--- src/rtl/sew_pkg.sv ---
package sew_pkg;

  typedef enum logic [1:0] {
    ST_READ   = 2'd0,
    ST_WINDOW = 2'd1,
    ST_ERASE  = 2'd2,
    ST_SUSP   = 2'd3
  } sew_state_e;

endpackage

--- src/rtl/sew_strobe_sync.sv ---
module sew_strobe_sync #(
  parameter int STAGES = 2
) (
  input  logic clk,
  input  logic rst_n,
  input  logic strb_n,
  output logic lvl,
  output logic rise
);

  logic [STAGES-1:0] stg_q;
  logic [STAGES-1:0] stg_d;
  logic              prev_q;

  assign stg_d[0] = strb_n;

  generate
    for (genvar g = 1; g < STAGES; g++) begin : g_chain
      assign stg_d[g] = stg_q[g-1];
    end
  endgenerate

  always_ff @(posedge clk or negedge rst_n) begin
    if (!rst_n) begin
      stg_q  <= '1;
      prev_q <= 1'b1;
    end else begin
      stg_q  <= stg_d;
      prev_q <= stg_q[STAGES-1];
    end
  end

  assign lvl  = stg_q[STAGES-1];
  assign rise = lvl & ~prev_q;

endmodule

--- src/rtl/sew_window_timer.sv ---
module sew_window_timer #(
  parameter int WIN_CYCLES = 10000
) (
  input  logic clk,
  input  logic rst_n,
  input  logic run,
  input  logic restart,
  output logic expire
);

  localparam int CNT_W = (WIN_CYCLES > 1) ? $clog2(WIN_CYCLES) : 1;
  localparam logic [CNT_W-1:0] LAST = CNT_W'(WIN_CYCLES - 1);

  logic [CNT_W-1:0] cnt_q;
  logic [CNT_W-1:0] cnt_d;
  logic             cnt_en;

  always_comb begin
    if (!run || restart) begin
      cnt_d  = '0;
      cnt_en = (cnt_q != '0);
    end else begin
      cnt_d  = cnt_q + 1'b1;
      cnt_en = (cnt_q != LAST);
    end
    expire = run & ~restart & (cnt_q == LAST);
  end

  always_ff @(posedge clk or negedge rst_n) begin
    if (!rst_n) begin
      cnt_q <= '0;
    end else if (cnt_en) begin
      cnt_q <= cnt_d;
    end
  end

endmodule

--- src/rtl/sew_sector_buf.sv ---
module sew_sector_buf #(
  parameter int IDX_W = 3
) (
  input  logic                  clk,
  input  logic                  rst_n,
  input  logic                  set_en,
  input  logic [IDX_W-1:0]      set_idx,
  input  logic                  clr,
  output logic [(1<<IDX_W)-1:0] mask
);

  localparam int NSECT = 1 << IDX_W;

  generate
    for (genvar g = 0; g < NSECT; g++) begin : g_bit
      logic bit_q;
      logic bit_d;
      logic bit_en;
      logic hit;

      always_comb begin
        hit    = set_en && (set_idx == IDX_W'(g));
        bit_en = clr | hit;
        bit_d  = ~clr;
      end

      always_ff @(posedge clk or negedge rst_n) begin
        if (!rst_n) begin
          bit_q <= 1'b0;
        end else if (bit_en) begin
          bit_q <= bit_d;
        end
      end

      assign mask[g] = bit_q;
    end
  endgenerate

endmodule

--- src/rtl/sew_ctrl.sv ---
module sew_ctrl
  import sew_pkg::*;
(
  input  logic       clk,
  input  logic       rst_n,
  input  logic       rise,
  input  logic       cmd_erase,
  input  logic       cmd_suspend,
  input  logic       expire,
  input  logic       eng_done,
  output sew_state_e state_o,
  output logic       tmr_run,
  output logic       set_en,
  output logic       buf_clr,
  output logic       start_o,
  output logic       susp_o,
  output logic       resume_o
);

  sew_state_e state_q;
  sew_state_e state_d;
  logic       launched_q;
  logic       launched_d;
  logic       start_q;
  logic       start_d;
  logic       susp_q;
  logic       susp_d;
  logic       resume_q;
  logic       resume_d;
  logic       wr_erase;
  logic       wr_susp;

  always_comb begin
    wr_erase   = rise & cmd_erase & ~cmd_suspend;
    wr_susp    = rise & cmd_suspend;
    state_d    = state_q;
    launched_d = launched_q;
    set_en     = 1'b0;
    buf_clr    = 1'b0;
    start_d    = 1'b0;
    susp_d     = 1'b0;
    resume_d   = 1'b0;
    unique case (state_q)
      ST_READ: begin
        if (wr_erase) begin
          set_en     = 1'b1;
          launched_d = 1'b0;
          state_d    = ST_WINDOW;
        end
      end
      ST_WINDOW: begin
        if (wr_susp) begin
          state_d = ST_SUSP;
        end else if (rise) begin
          set_en = 1'b1;
        end else if (expire) begin
          state_d    = ST_ERASE;
          start_d    = 1'b1;
          launched_d = 1'b1;
        end
      end
      ST_ERASE: begin
        if (eng_done) begin
          state_d    = ST_READ;
          buf_clr    = 1'b1;
          launched_d = 1'b0;
        end else if (wr_susp) begin
          state_d = ST_SUSP;
          susp_d  = 1'b1;
        end
      end
      ST_SUSP: begin
        if (wr_erase) begin
          state_d = ST_ERASE;
          if (launched_q) begin
            resume_d = 1'b1;
          end else begin
            start_d    = 1'b1;
            launched_d = 1'b1;
          end
        end
      end
      default: state_d = ST_READ;
    endcase
  end

  always_ff @(posedge clk or negedge rst_n) begin
    if (!rst_n) begin
      state_q    <= ST_READ;
      launched_q <= 1'b0;
      start_q    <= 1'b0;
      susp_q     <= 1'b0;
      resume_q   <= 1'b0;
    end else begin
      state_q    <= state_d;
      launched_q <= launched_d;
      start_q    <= start_d;
      susp_q     <= susp_d;
      resume_q   <= resume_d;
    end
  end

  assign state_o  = state_q;
  assign tmr_run  = (state_q == ST_WINDOW);
  assign start_o  = start_q;
  assign susp_o   = susp_q;
  assign resume_o = resume_q;

endmodule

--- src/rtl/sector_erase_window.sv ---
module sector_erase_window
  import sew_pkg::*;
#(
  parameter int SECT_W      = 3,
  parameter int WIN_CYCLES  = 10000,
  parameter int SYNC_STAGES = 2
) (
  input  logic                    clk,
  input  logic                    rst_n,
  input  logic                    we_n,
  input  logic [SECT_W-1:0]       sect_addr,
  input  logic                    cmd_erase,
  input  logic                    cmd_suspend,
  input  logic                    eng_done,
  output logic                    erase_start,
  output logic                    erase_suspend,
  output logic                    erase_resume,
  output logic [(1<<SECT_W)-1:0]  erase_mask,
  output logic                    timer_status,
  output logic                    read_mode
);

  localparam int NSECT = 1 << SECT_W;

  logic [1:0] rst_pipe_q;
  logic       rst_int_n;
  logic       strb_lvl;
  logic       strb_rise;
  logic       tmr_run;
  logic       tmr_restart;
  logic       tmr_expire;
  logic       set_en;
  logic       buf_clr;
  sew_state_e state;
  logic [NSECT-1:0] mask;

  // reset asserts at once, releases on the clock
  always_ff @(posedge clk or negedge rst_n) begin
    if (!rst_n) begin
      rst_pipe_q <= 2'b00;
    end else begin
      rst_pipe_q <= {rst_pipe_q[0], 1'b1};
    end
  end
  assign rst_int_n = rst_pipe_q[1];

  sew_strobe_sync #(.STAGES(SYNC_STAGES)) u_sync (
    .clk    (clk),
    .rst_n  (rst_int_n),
    .strb_n (we_n),
    .lvl    (strb_lvl),
    .rise   (strb_rise)
  );

  // strobe low or a fresh write restarts the window
  assign tmr_restart = ~strb_lvl | strb_rise;

  sew_window_timer #(.WIN_CYCLES(WIN_CYCLES)) u_timer (
    .clk     (clk),
    .rst_n   (rst_int_n),
    .run     (tmr_run),
    .restart (tmr_restart),
    .expire  (tmr_expire)
  );

  sew_ctrl u_ctrl (
    .clk         (clk),
    .rst_n       (rst_int_n),
    .rise        (strb_rise),
    .cmd_erase   (cmd_erase),
    .cmd_suspend (cmd_suspend),
    .expire      (tmr_expire),
    .eng_done    (eng_done),
    .state_o     (state),
    .tmr_run     (tmr_run),
    .set_en      (set_en),
    .buf_clr     (buf_clr),
    .start_o     (erase_start),
    .susp_o      (erase_suspend),
    .resume_o    (erase_resume)
  );

  sew_sector_buf #(.IDX_W(SECT_W)) u_buf (
    .clk     (clk),
    .rst_n   (rst_int_n),
    .set_en  (set_en),
    .set_idx (sect_addr),
    .clr     (buf_clr),
    .mask    (mask)
  );

  assign erase_mask   = mask;
  assign timer_status = (state == ST_ERASE) || (state == ST_SUSP);
  assign read_mode    = (state == ST_READ);

endmodule

--- config.mk ---
export PLATFORM = sky130hd
export DESIGN_NAME = sector_erase_window
export DESIGN_NICKNAME = d
export VERILOG_FILES = /design/src/rtl/sew_pkg.sv /design/src/rtl/sew_strobe_sync.sv /design/src/rtl/sew_window_timer.sv /design/src/rtl/sew_sector_buf.sv /design/src/rtl/sew_ctrl.sv /design/src/rtl/sector_erase_window.sv
export SDC_FILE = /design/constraint.sdc
export NUM_CORES = 1
export LEC_CHECK = 0
export ABC_AREA = 1
export BUFFER_PORTS_ARGS = -buffer_cell sky130_fd_sc_hd__buf_4
export CAP_MARGIN = 30
export CORE_MARGIN = 10
export CORE_UTILIZATION = 44
export DETAILED_ROUTE_END_ITERATION = 8
export GPL_ROUTABILITY_DRIVEN = 0
export SKIP_CTS_REPAIR_TIMING = 1
export SYNTH_ARGS = -nofsm -noshare
export SYNTH_HDL_FRONTEND = slang
export SYNTH_SLANG_ARGS = --single-unit
export TNS_END_PERCENT = 100
--- constraint.sdc ---
create_clock -name clk -period 1.35 [get_ports clk]
set_input_delay 0.0675 -clock clk [delete_from_list [all_inputs] [get_ports clk]]
set_output_delay 0.0675 -clock clk [all_outputs]
set_load 0.03 [all_outputs]
==> results.json, run 1 <==
{
  "clkSlewWorstSetupHoldPaths_ns": 0.06,
  "async_flop_share": 1.000,
  "crit_family": "simple AND/OR/NAND/NOR gates",
  "avgViaCountPerCell": 4.766,
  "grt_first_pass_wirelength_um": 6934,
  "routedWlPerCell_um": 12.31,
  "root_buffer": "clkbuf_8",
  "timing.final.crit_share": 1.031,
  "cts_made_buffers": 5,
  "clk_path_buf_depth": 2,
  "ys.flop_type": "dfrtp_1",
  "synth_top_cell_by_area": "dfrtp_1",
  "drc": 0,
  "ir_drop_mv": 0.7923,
  "htree_num_levels": 2,
  "diodes": 0,
  "initial_core_util": 0.4507,
  "cp_cell_sequence": "nand2_2 > nor3_4 > nand3_4 > nand2_4 > nand2_1 > nand2_1 > nand2_1",
  "yosysUniqueCellTypes": 26,
  "period_needed_ns": 1.392,
  "clkLatencyLatePin_ns": 0.29,
  "critPathBufInv": 0,
  "vias": 1587,
  "cp_slowest_cell": "dfstp_2",
  "ant_nets": 0,
  "dp_hpwl_um": 3012,
  "criticalPathCategory": "flop to flop",
  "grt_max_degree": 23,
  "synthesis.area_um2": 1777,
  "core_um2": 3943,
  "clock.fmax_mhz": 718.5,
  "synth-warning-count": 0,
  "fin_skew_ns": 0.003901,
  "synth.ff_latch_count": 33,
  "max_stage_delay_ns": 0.56,
  "multi_input_area_um2": 859.6,
  "critical_path_required_ns": 1.53,
  "status": "finished, violations left",
  "cts_tree": "yes",
  "setup_viol": 6,
  "seq_area_um2": 830.8,
  "start_kind": "flop",
  "rsz0062_at_grt": "true",
  "worst_path_most_repeated_cell": "nand2_1",
  "maxCapViolCount": 0,
  "setup_ws_ns": -0.04176,
  "finalWirelength_um": 4100,
  "fillers": 358,
  "die_w_um": 83.55,
  "finalNetCount": 293,
  "grt_pass1_vias": 1558,
  "path_max_fanout": 7,
  "p_leak_nw": 1.240,
  "ys_seq_area_frac": 0.4669,
  "violations": "setup timing",
  "track_usage": 0.1180,
  "synthTopCellsByArea": "dfrtp_1, nand2_1, nor2_1, nand3_1, inv_1",
  "ioPinCount": 22,
  "die_area_um2": 6980,
  "antenna_found_initial": 0,
  "final_cells": 333,
  "setup.worst_path.end_class": "flop",
  "r2r_slack_ns": -0.04,
  "final_core_util": 0.5979,
  "drive_gt1_frac": 0.3180,
  "reg2reg_from": "u_sync.stg_q[1]",
  "rows": 23,
  "finalMaxSlewViolations": 0,
  "hp-class": "primary input to async pin",
  "p_per_area_nw_per_um2": 1543,
  "first_pass_iters": 4,
  "io_buffers": 21,
  "synth-edff-count": 0,
  "syn_inst": 234,
  "dp_cells": 319,
  "r2r.worst_path.cells": 7,
  "cp_data_arrival_time_ns": 1.57,
  "cp_num_cells": 7,
  "reg2reg_to": "u_timer.cnt_q[3]",
  "grt_remaining_overflow": 0,
  "syn-mean-instance-area_um2": 7.593,
  "finalHoldViolations": 0,
  "finalPower_mw": 3.637,
  "yosysTopAreaCellShare": 0.4225,
  "drt_iter0_markers": 66,
  "areaGrowthSynthToFinish_pct": 32.68,
  "die-height_um": 83.55,
  "cts.sinks": 33,
  "syn_nets": 245,
  "dpl_worst_slack_ns": -0.09298
}
[state kept, by name (all words and copies together) (netlist names)]
| register | cells |
|---|---|
| rst_pipe_q | 2 |
| u_buf.g_bit.bit_q | 8 |
| u_ctrl.launched_q | 1 |
| u_ctrl.resume_o | 1 |
| u_ctrl.start_o | 1 |
| u_ctrl.state_o | 2 |
| u_ctrl.susp_o | 1 |
| u_sync.prev_q | 1 |
| u_sync.stg_q | 2 |
| u_timer.cnt_q | 14 |
[layout by cell type, fill, tap and decap left out, drive strengths merged]
cell type,Yosys,final
conb,1,1
ha,2,2
bufinv,0,1
nand2,58,59
nand4,1,1
or2,2,2
xor2,4,4
dfrtp,30,30
dlygate4sd3,0,2
buf,9,48
nor3,9,9
nand3b,1,1
clkbuf,1,7
nor2,47,47
inv,28,28
a21oi,12,12
dfstp,3,3
nand3,22,22
xnor2,1,1
o21ai,3,3
[layout make-up]
class | instances | share of cell area
multi-input cells | 164 | 0.3646
clock inverters | 1 | 0.01274
repair buffers | 50 | 0.1614
well taps | 50 | 0.02654
clock buffers | 7 | 0.03662
flip-flops and latches | 33 | 0.3524
inverters | 28 | 0.04565
[synth_stat cells (2+ instances only)]
| library cell | count |
|---|---|
| buf_4 | 8 |
| nor2_1 | 46 |
| nand3_1 | 21 |
| inv_1 | 26 |
| o21ai_0 | 2 |
| or2_2 | 2 |
| a21oi_1 | 12 |
| ha_1 | 2 |
| nor3_1 | 8 |
| nand2_1 | 56 |
| dfrtp_1 | 30 |
| xor2_1 | 4 |
| dfstp_2 | 3 |
| inv_2 | 2 |
[per-stage QoR]
step           area, µm²  hold WS, ns  TNS (ns)
3_5_place_dp        2103      -0.1484   -0.4825
4_1_cts             2220      -0.4607   -0.7524
2_1_floorplan       1782      -0.2281  -0.01665
5_1_grt             2357      0.09049    -1.972
3_3_place_gp        2103      -0.1487   -0.2486
6_report            2357      0.09080   -0.1937
[where the power goes]
part | leakage (nW) | switching (mW) | internal, mW
combinational | 0.745 | 0.884 | 0.553
clock | 0.0585 | 0.360 | 0.601
sequential | 0.436 | 0.109 | 1.13
total | 1.24 | 1.35 | 2.28
[how the worst max path moves through the flow]
stage | from | end | slack, ns
after global placement | u_timer.cnt_q[1] | u_timer.cnt_q[3] | -0.09
after floorplan | u_sync.stg_q[1] | u_timer.cnt_q[3] | -0.02
after detailed placement | u_timer.cnt_q[1] | u_timer.cnt_q[3] | -0.09
final | u_sync.stg_q[1] | u_timer.cnt_q[3] | -0.04
after CTS | u_timer.cnt_q[1] | u_timer.cnt_q[3] | -0.11
after global routing | u_timer.cnt_q[1] | u_timer.cnt_q[3] | -0.17
[cell families after synthesis]
kind of cell             Yosys count  share of synthesized area
AND/OR/NAND/NOR                  140                     0.3444
buffers and inverters             38                     0.1035
flip-flops                        33                     0.4669
AO/OA/AOI/OAI                     15                    0.04437
XOR/XNOR                           5                    0.02465
adder cells (fa/ha/maj)            2                    0.01408
other                              1                   0.002111
[worst register-to-register path: cells and delay by family, from the launching register on]
family	cells	cell delay, ns
and+or+nand+nor	7	0.72
DFF	1	0.56
[metal layers]
layer | wire, µm | part of all wire | up-vias | track usage
met5 | 0 | 0 | - | 0
met4 | 65 | 0.016 | 0 | 0.04566
met3 | 166 | 0.040 | 7 | 0.03711
met2 | 1908 | 0.47 | 26 | 0.1882
met1 | 1959 | 0.48 | 736 | 0.1443
li1 | - | - | 818 | -
Power figures use the tool's default switching activity.
==> run 2, diff against run 1 <==
--- a/config.mk
+++ b/config.mk
@@ -9,9 +9,10 @@
 export BUFFER_PORTS_ARGS = -buffer_cell sky130_fd_sc_hd__buf_4
 export CAP_MARGIN = 30
 export CORE_MARGIN = 10
-export CORE_UTILIZATION = 44
+export CORE_UTILIZATION = 55
 export DETAILED_ROUTE_END_ITERATION = 8
 export GPL_ROUTABILITY_DRIVEN = 0
+export PLACE_DENSITY = 0.76
 export SKIP_CTS_REPAIR_TIMING = 1
 export SYNTH_ARGS = -nofsm -noshare
 export SYNTH_HDL_FRONTEND = slang
==> results.json, run 2 (synthesis results as in run 1) <==
{
  "fin_skew_ns": 0.01034,
  "switching_power_mw": 1.416,
  "finalMaxSlewViolations": 0,
  "clk_path_buf_depth": 2,
  "seq_area_um2": 832.0,
  "routedWlPerCell_um": 13.04,
  "clkSlewWorstSetupHoldPaths_ns": 0.11,
  "core_um2": 3078,
  "hold-path-endpoint": "u_ctrl.susp_o",
  "setup_ws_ns": -0.1230,
  "maxCapViolCount": 0,
  "worst_path_most_repeated_cell": "nand2_1",
  "grt_remaining_overflow": 0,
  "io_buffers": 21,
  "sequentialPowerShare": 0.376,
  "swShare": 0.4249,
  "grt_max_degree": 32,
  "die-height_um": 76.84,
  "criticalPathCategory": "flop to flop",
  "cts_tree": "yes",
  "pwr-share-comb": 0.459,
  "critical_path_required_ns": 1.60,
  "p_leak_nw": 1.222,
  "htree_num_levels": 2,
  "cts_made_buffers": 5,
  "rsz0062_at_grt": "true",
  "period_needed_ns": 1.473,
  "cp_slowest_cell": "dfstp_2",
  "avgViaCountPerCell": 4.997,
  "ant_nets": 0,
  "p_per_area_nw_per_um2": 1422,
  "finalHoldViolations": 0,
  "antenna_found_initial": 0,
  "diodes": 0,
  "hp-class": "primary input to flop",
  "final_cell_mix": "nand2_1, buf_4, nor2_1, dfrtp_1, inv_1",
  "initial_core_util": 0.5772,
  "largestRegisters": "u_timer.cnt_q: 14 flops, u_buf.g_bit.bit_q: 8 flops",
  "dp_hpwl_um": 2831,
  "rows": 20,
  "hold_slack_ns": 0.007196,
  "ir_drop_mv": 0.9637,
  "path_max_fanout": 4,
  "fillers": 226,
  "clock.fmax_mhz": 678.9,
  "final_core_util": 0.7614,
  "max_stage_delay_ns": 0.58,
  "cp_cell_sequence": "nand4_1 > nand2_1 > nand2_1 > nor2_2 > nand2_1 > nand2_1 > nand2_1",
  "hold-path-cell-count": 4,
  "timing.final.crit_share": 1.091,
  "ioPinCount": 22,
  "reg2reg_from": "u_sync.stg_q[1]",
  "clkLatencyLatePin_ns": 0.35,
  "root_buffer": "clkbuf_4",
  "track_usage": 0.1293,
  "drc": 0,
  "die_w_um": 76.84,
  "finalPower_mw": 3.332,
  "die_area_um2": 5904,
  "critPathBufInv": 0,
  "r2r.worst_path.cells": 7,
  "cts.sinks": 33,
  "reg2reg_to": "u_ctrl.launched_q",
  "hold_start": "eng_done",
  "vias": 1644,
  "r2r_slack_ns": -0.12,
  "finalWirelength_um": 4289,
  "multi_input_area_um2": 880.8,
  "grt_first_pass_wirelength_um": 6382,
  "drive_gt1_frac": 0.3614,
  "crit_family": "simple AND/OR/NAND/NOR gates",
  "grt_pass1_vias": 1477,
  "start_kind": "flop",
  "areaGrowthSynthToFinish_pct": 31.90,
  "drt_iter0_markers": 136,
  "clockPowerShare": 0.165,
  "largest_register": "u_timer.cnt_q",
  "first_pass_iters": 4,
  "final_common_cell": "nand2_1",
  "finalNetCount": 295,
  "internal-power_mw": 1.916,
  "largest_reg_flops": 14,
  "violations": "setup timing",
  "setup_viol": 18,
  "cp_data_arrival_time_ns": 1.72,
  "status": "finished, violations left",
  "setup.worst_path.end_class": "flop"
}
## run 2: cell types whose count changed in the layout (fill, tap and decap cells not counted), moves of 4 or more
cell,change
clkbuf_8,-6
clkbuf_4,+5
nand2_2,+5
buf_6,+4
nand2_1,-4
## run 2: worst min-delay path, stage by stage
cell	delay (ns)
buf_4	0.09
nor3_1	0.06
inv_1	0.07
nor2_1	0.04
## run 2: layout make-up
cell class	instances	share of cell area
well taps	44	0.02349
clock inverters	3	0.007475
repair buffers	52	0.1751
flip-flops and latches	33	0.3550
inverters	28	0.04698
clock buffers	5	0.01602
multi-input cells	164	0.3759
## run 2: power by group through the flow
stage	clock (mW)	sequential (mW)	combinational, mW
6_report	0.550	1.25	1.53
5_1_grt	0.612	1.27	1.70
2_1_floorplan	0	1.25	0.962
4_1_cts	0.571	1.24	1.30
3_5_place_dp	0	1.26	1.30
3_3_place_gp	0	1.25	1.28
## run 2: worst max path at each step
| stage | start | to | slack, ns | depth (start not counted) |
|---|---|---|---|---|
| after floorplan | u_sync.stg_q[1] | u_timer.cnt_q[3] | -0.02 | 7 |
| after global placement | u_sync.stg_q[1] | u_timer.cnt_q[3] | -0.05 | 7 |
| after detailed placement | u_sync.stg_q[1] | u_timer.cnt_q[3] | -0.09 | 7 |
| after CTS | u_sync.stg_q[1] | u_timer.cnt_q[3] | -0.11 | 7 |
| after global routing | u_sync.stg_q[1] | u_timer.cnt_q[3] | -0.23 | 8 |
| final | u_sync.stg_q[1] | u_ctrl.launched_q | -0.12 | 7 |
## run 2: layer usage
| metal | global-route usage | vias up | routed length, µm |
|---|---|---|---|
| li1 | - | 829 | - |
| met1 | 0.1603 | 758 | 1884 |
| met2 | 0.2015 | 46 | 2062 |
| met3 | 0.04196 | 11 | 260 |
| met4 | 0.05204 | 0 | 80 |
| met5 | 0 | - | 0 |
## run 2: through the flow
stage | worst slack, ns | setup TNS, ns | cell area, µm² | std cells
finish | -0.1230 | -1.308 | 2344 | 329
global route | -0.2346 | -3.653 | 2344 | 329
CTS | -0.1121 | -1.314 | 2143 | 320
detailed placement | -0.08978 | -0.6184 | 2088 | 312
global placement | -0.05270 | -0.2024 | 2088 | 312
floorplan | -0.01665 | -0.01665 | 1782 | 234
==> run 3, diff against run 2 <==
--- a/config.mk
+++ b/config.mk
@@ -8,11 +8,14 @@
 export ABC_AREA = 1
 export BUFFER_PORTS_ARGS = -buffer_cell sky130_fd_sc_hd__buf_4
 export CAP_MARGIN = 30
+export CELL_PAD_IN_SITES_DETAIL_PLACEMENT = 0
+export CELL_PAD_IN_SITES_GLOBAL_PLACEMENT = 1
 export CORE_MARGIN = 10
-export CORE_UTILIZATION = 55
+export CORE_UTILIZATION = 42
 export DETAILED_ROUTE_END_ITERATION = 8
 export GPL_ROUTABILITY_DRIVEN = 0
-export PLACE_DENSITY = 0.76
+export PLACE_DENSITY_LB_ADDON = 0.1
+export REMOVE_ABC_BUFFERS = 1
 export SKIP_CTS_REPAIR_TIMING = 1
 export SYNTH_ARGS = -nofsm -noshare
 export SYNTH_HDL_FRONTEND = slang
==> results.json, run 3 (synthesis results as in run 1) <==
{
  "status": "finished, violations left",
  "violations": "setup timing",
  "cp_data_arrival_time_ns": 1.63,
  "final_common_cell": "nand2_1",
  "clock.fmax_mhz": 701.7,
  "avgViaCountPerCell": 4.722,
  "fin_tns_setup_ns": -0.2795,
  "dpl_worst_slack_ns": -0.07506,
  "diodes": 0,
  "drive_gt1_frac": 0.3452,
  "ir_drop_mv": 0.8995,
  "ioPinCount": 22,
  "io_buffers": 21,
  "drt_iter0_markers": 47,
  "fin_skew_ns": 0.01122,
  "met1_usage": 0.1381,
  "clkLatencyLatePin_ns": 0.29,
  "core_um2": 4058,
  "die_w_um": 85.04,
  "setup.worst_path.end_class": "flop",
  "die_area_um2": 7232,
  "clockPowerShare": 0.214,
  "start_kind": "flop",
  "first_pass_iters": 4,
  "root_buffer": "clkbuf_8",
  "finalHoldViolations": 0,
  "p_per_area_nw_per_um2": 1462,
  "cp_slowest_cell": "dfstp_2",
  "finalWirelength_um": 3995,
  "hold_slack_ns": 0.09886,
  "hp-class": "primary input to flop",
  "finalPower_mw": 3.379,
  "grt_remaining_overflow": 0,
  "finalNetCount": 291,
  "setup_ws_ns": -0.07513,
  "cts_made_buffers": 5,
  "grtUsageMet3": 0.03633,
  "globalRoute.busiestLayer": "met2",
  "cts.sinks": 33,
  "finalMaxSlewViolations": 0,
  "cts_tree": "yes",
  "initial_core_util": 0.4379,
  "routedWlPerCell_um": 12.07,
  "htree_num_levels": 2,
  "max_stage_delay_ns": 0.56,
  "swShare": 0.3999,
  "largestRegisters": "u_timer.cnt_q: 14 flops, u_buf.g_bit.bit_q: 8 flops",
  "critical_path_required_ns": 1.55,
  "largest_register": "u_timer.cnt_q",
  "final_core_util": 0.5698,
  "p_leak_nw": 1.195,
  "use_met2": 0.1662,
  "track_usage": 0.1087,
  "ant_nets": 0,
  "grt_first_pass_wirelength_um": 6624,
  "clk_path_buf_depth": 2,
  "clkSlewWorstSetupHoldPaths_ns": 0.08,
  "criticalPathCategory": "flop to flop",
  "rsz0062_at_grt": "true",
  "die-height_um": 85.04,
  "rows": 23,
  "maxCapViolCount": 0,
  "cp_cell_sequence": "nand2_2 > nor3_4 > nand3_4 > buf_4 > a21oi_2",
  "timing.final.crit_share": 1.056,
  "dp_hpwl_um": 2918,
  "fillers": 379,
  "internal-power_mw": 2.028,
  "period_needed_ns": 1.425,
  "grt_pass1_vias": 1498,
  "vias": 1563,
  "switching_power_mw": 1.352,
  "path_max_fanout": 7,
  "grt_max_degree": 32,
  "pwr-share-comb": 0.410,
  "drc": 0,
  "antenna_found_initial": 0,
  "final_cell_mix": "nand2_1, buf_4, nor2_1, dfrtp_1, inv_1",
  "sequentialPowerShare": 0.376,
  "setup_viol": 15,
  "areaGrowthSynthToFinish_pct": 30.14,
  "largest_reg_flops": 14
}
## run 3: cell count changes in the layout (fill, tap and decap cells not counted), moves of 3 or more
cell	change
clkbuf_4	-5
clkbuf_8	+5
buf_6	-4
a21oi_1	-3
a21oi_2	+3
nand3_1	+3
nand3_2	-3
## run 3: path summary, 6_finish.rpt
path	to	from	cells after the start	slack, ns
min reg2reg	u_timer.cnt_q[3]	rst_pipe_q[1]	1	0.25
min in group asynchronous	rst_pipe_q[1]	rst_n	2	0.11
max	u_ctrl.start_o	u_sync.stg_q[1]	5	-0.08
max reg2reg	u_ctrl.start_o	u_sync.stg_q[1]	5	-0.08
min	u_ctrl.susp_o	eng_done	4	0.1
max in group asynchronous	u_sync.prev_q	rst_pipe_q[1]	1	0.77
## run 3: critical path: cells and delay by family (launching register included)
family                 cells  cell delay [ns]
AO/OA/AOI/OAI              1             0.15
buffers and inverters      1             0.17
flip-flops                 1             0.56
AND/OR/NAND/NOR            3             0.48
## run 3: layout make-up
type	count	area [µm²]	share of cell area
Multi-Input combinational cell	164	865.8	0.3745
Sequential cell	33	830.8	0.3593
Timing Repair Buffer	48	365.4	0.1580
Inverter	28	105.1	0.04545
Clock buffer	6	72.57	0.03139
Tap cell	50	62.56	0.02706
Clock inverter	2	10.01	0.004329
## run 3: power by group through the flow
stage               Sequential, mW  Combinational [mW]  Clock, mW
floorplan                     1.40               0.661          0
global placement              1.28                1.26          0
detailed placement            1.28                1.26          0
CTS                           1.26                1.26      0.756
global route                  1.30                1.55      0.795
finish                        1.27                1.38      0.724
## run 3: metrics by stage
stage               area [µm²]  std cells
floorplan                 1698        224
global placement          2076        316
detailed placement        2076        316
CTS                       2158        324
global route              2312        331
finish                    2312        331
## run 3: routing by layer
layer  vias up  wire length [µm]
li1        812                 -
met1       719              1960
met2        25              1794
met3         7               169
met4         0                71
met5         -                 0
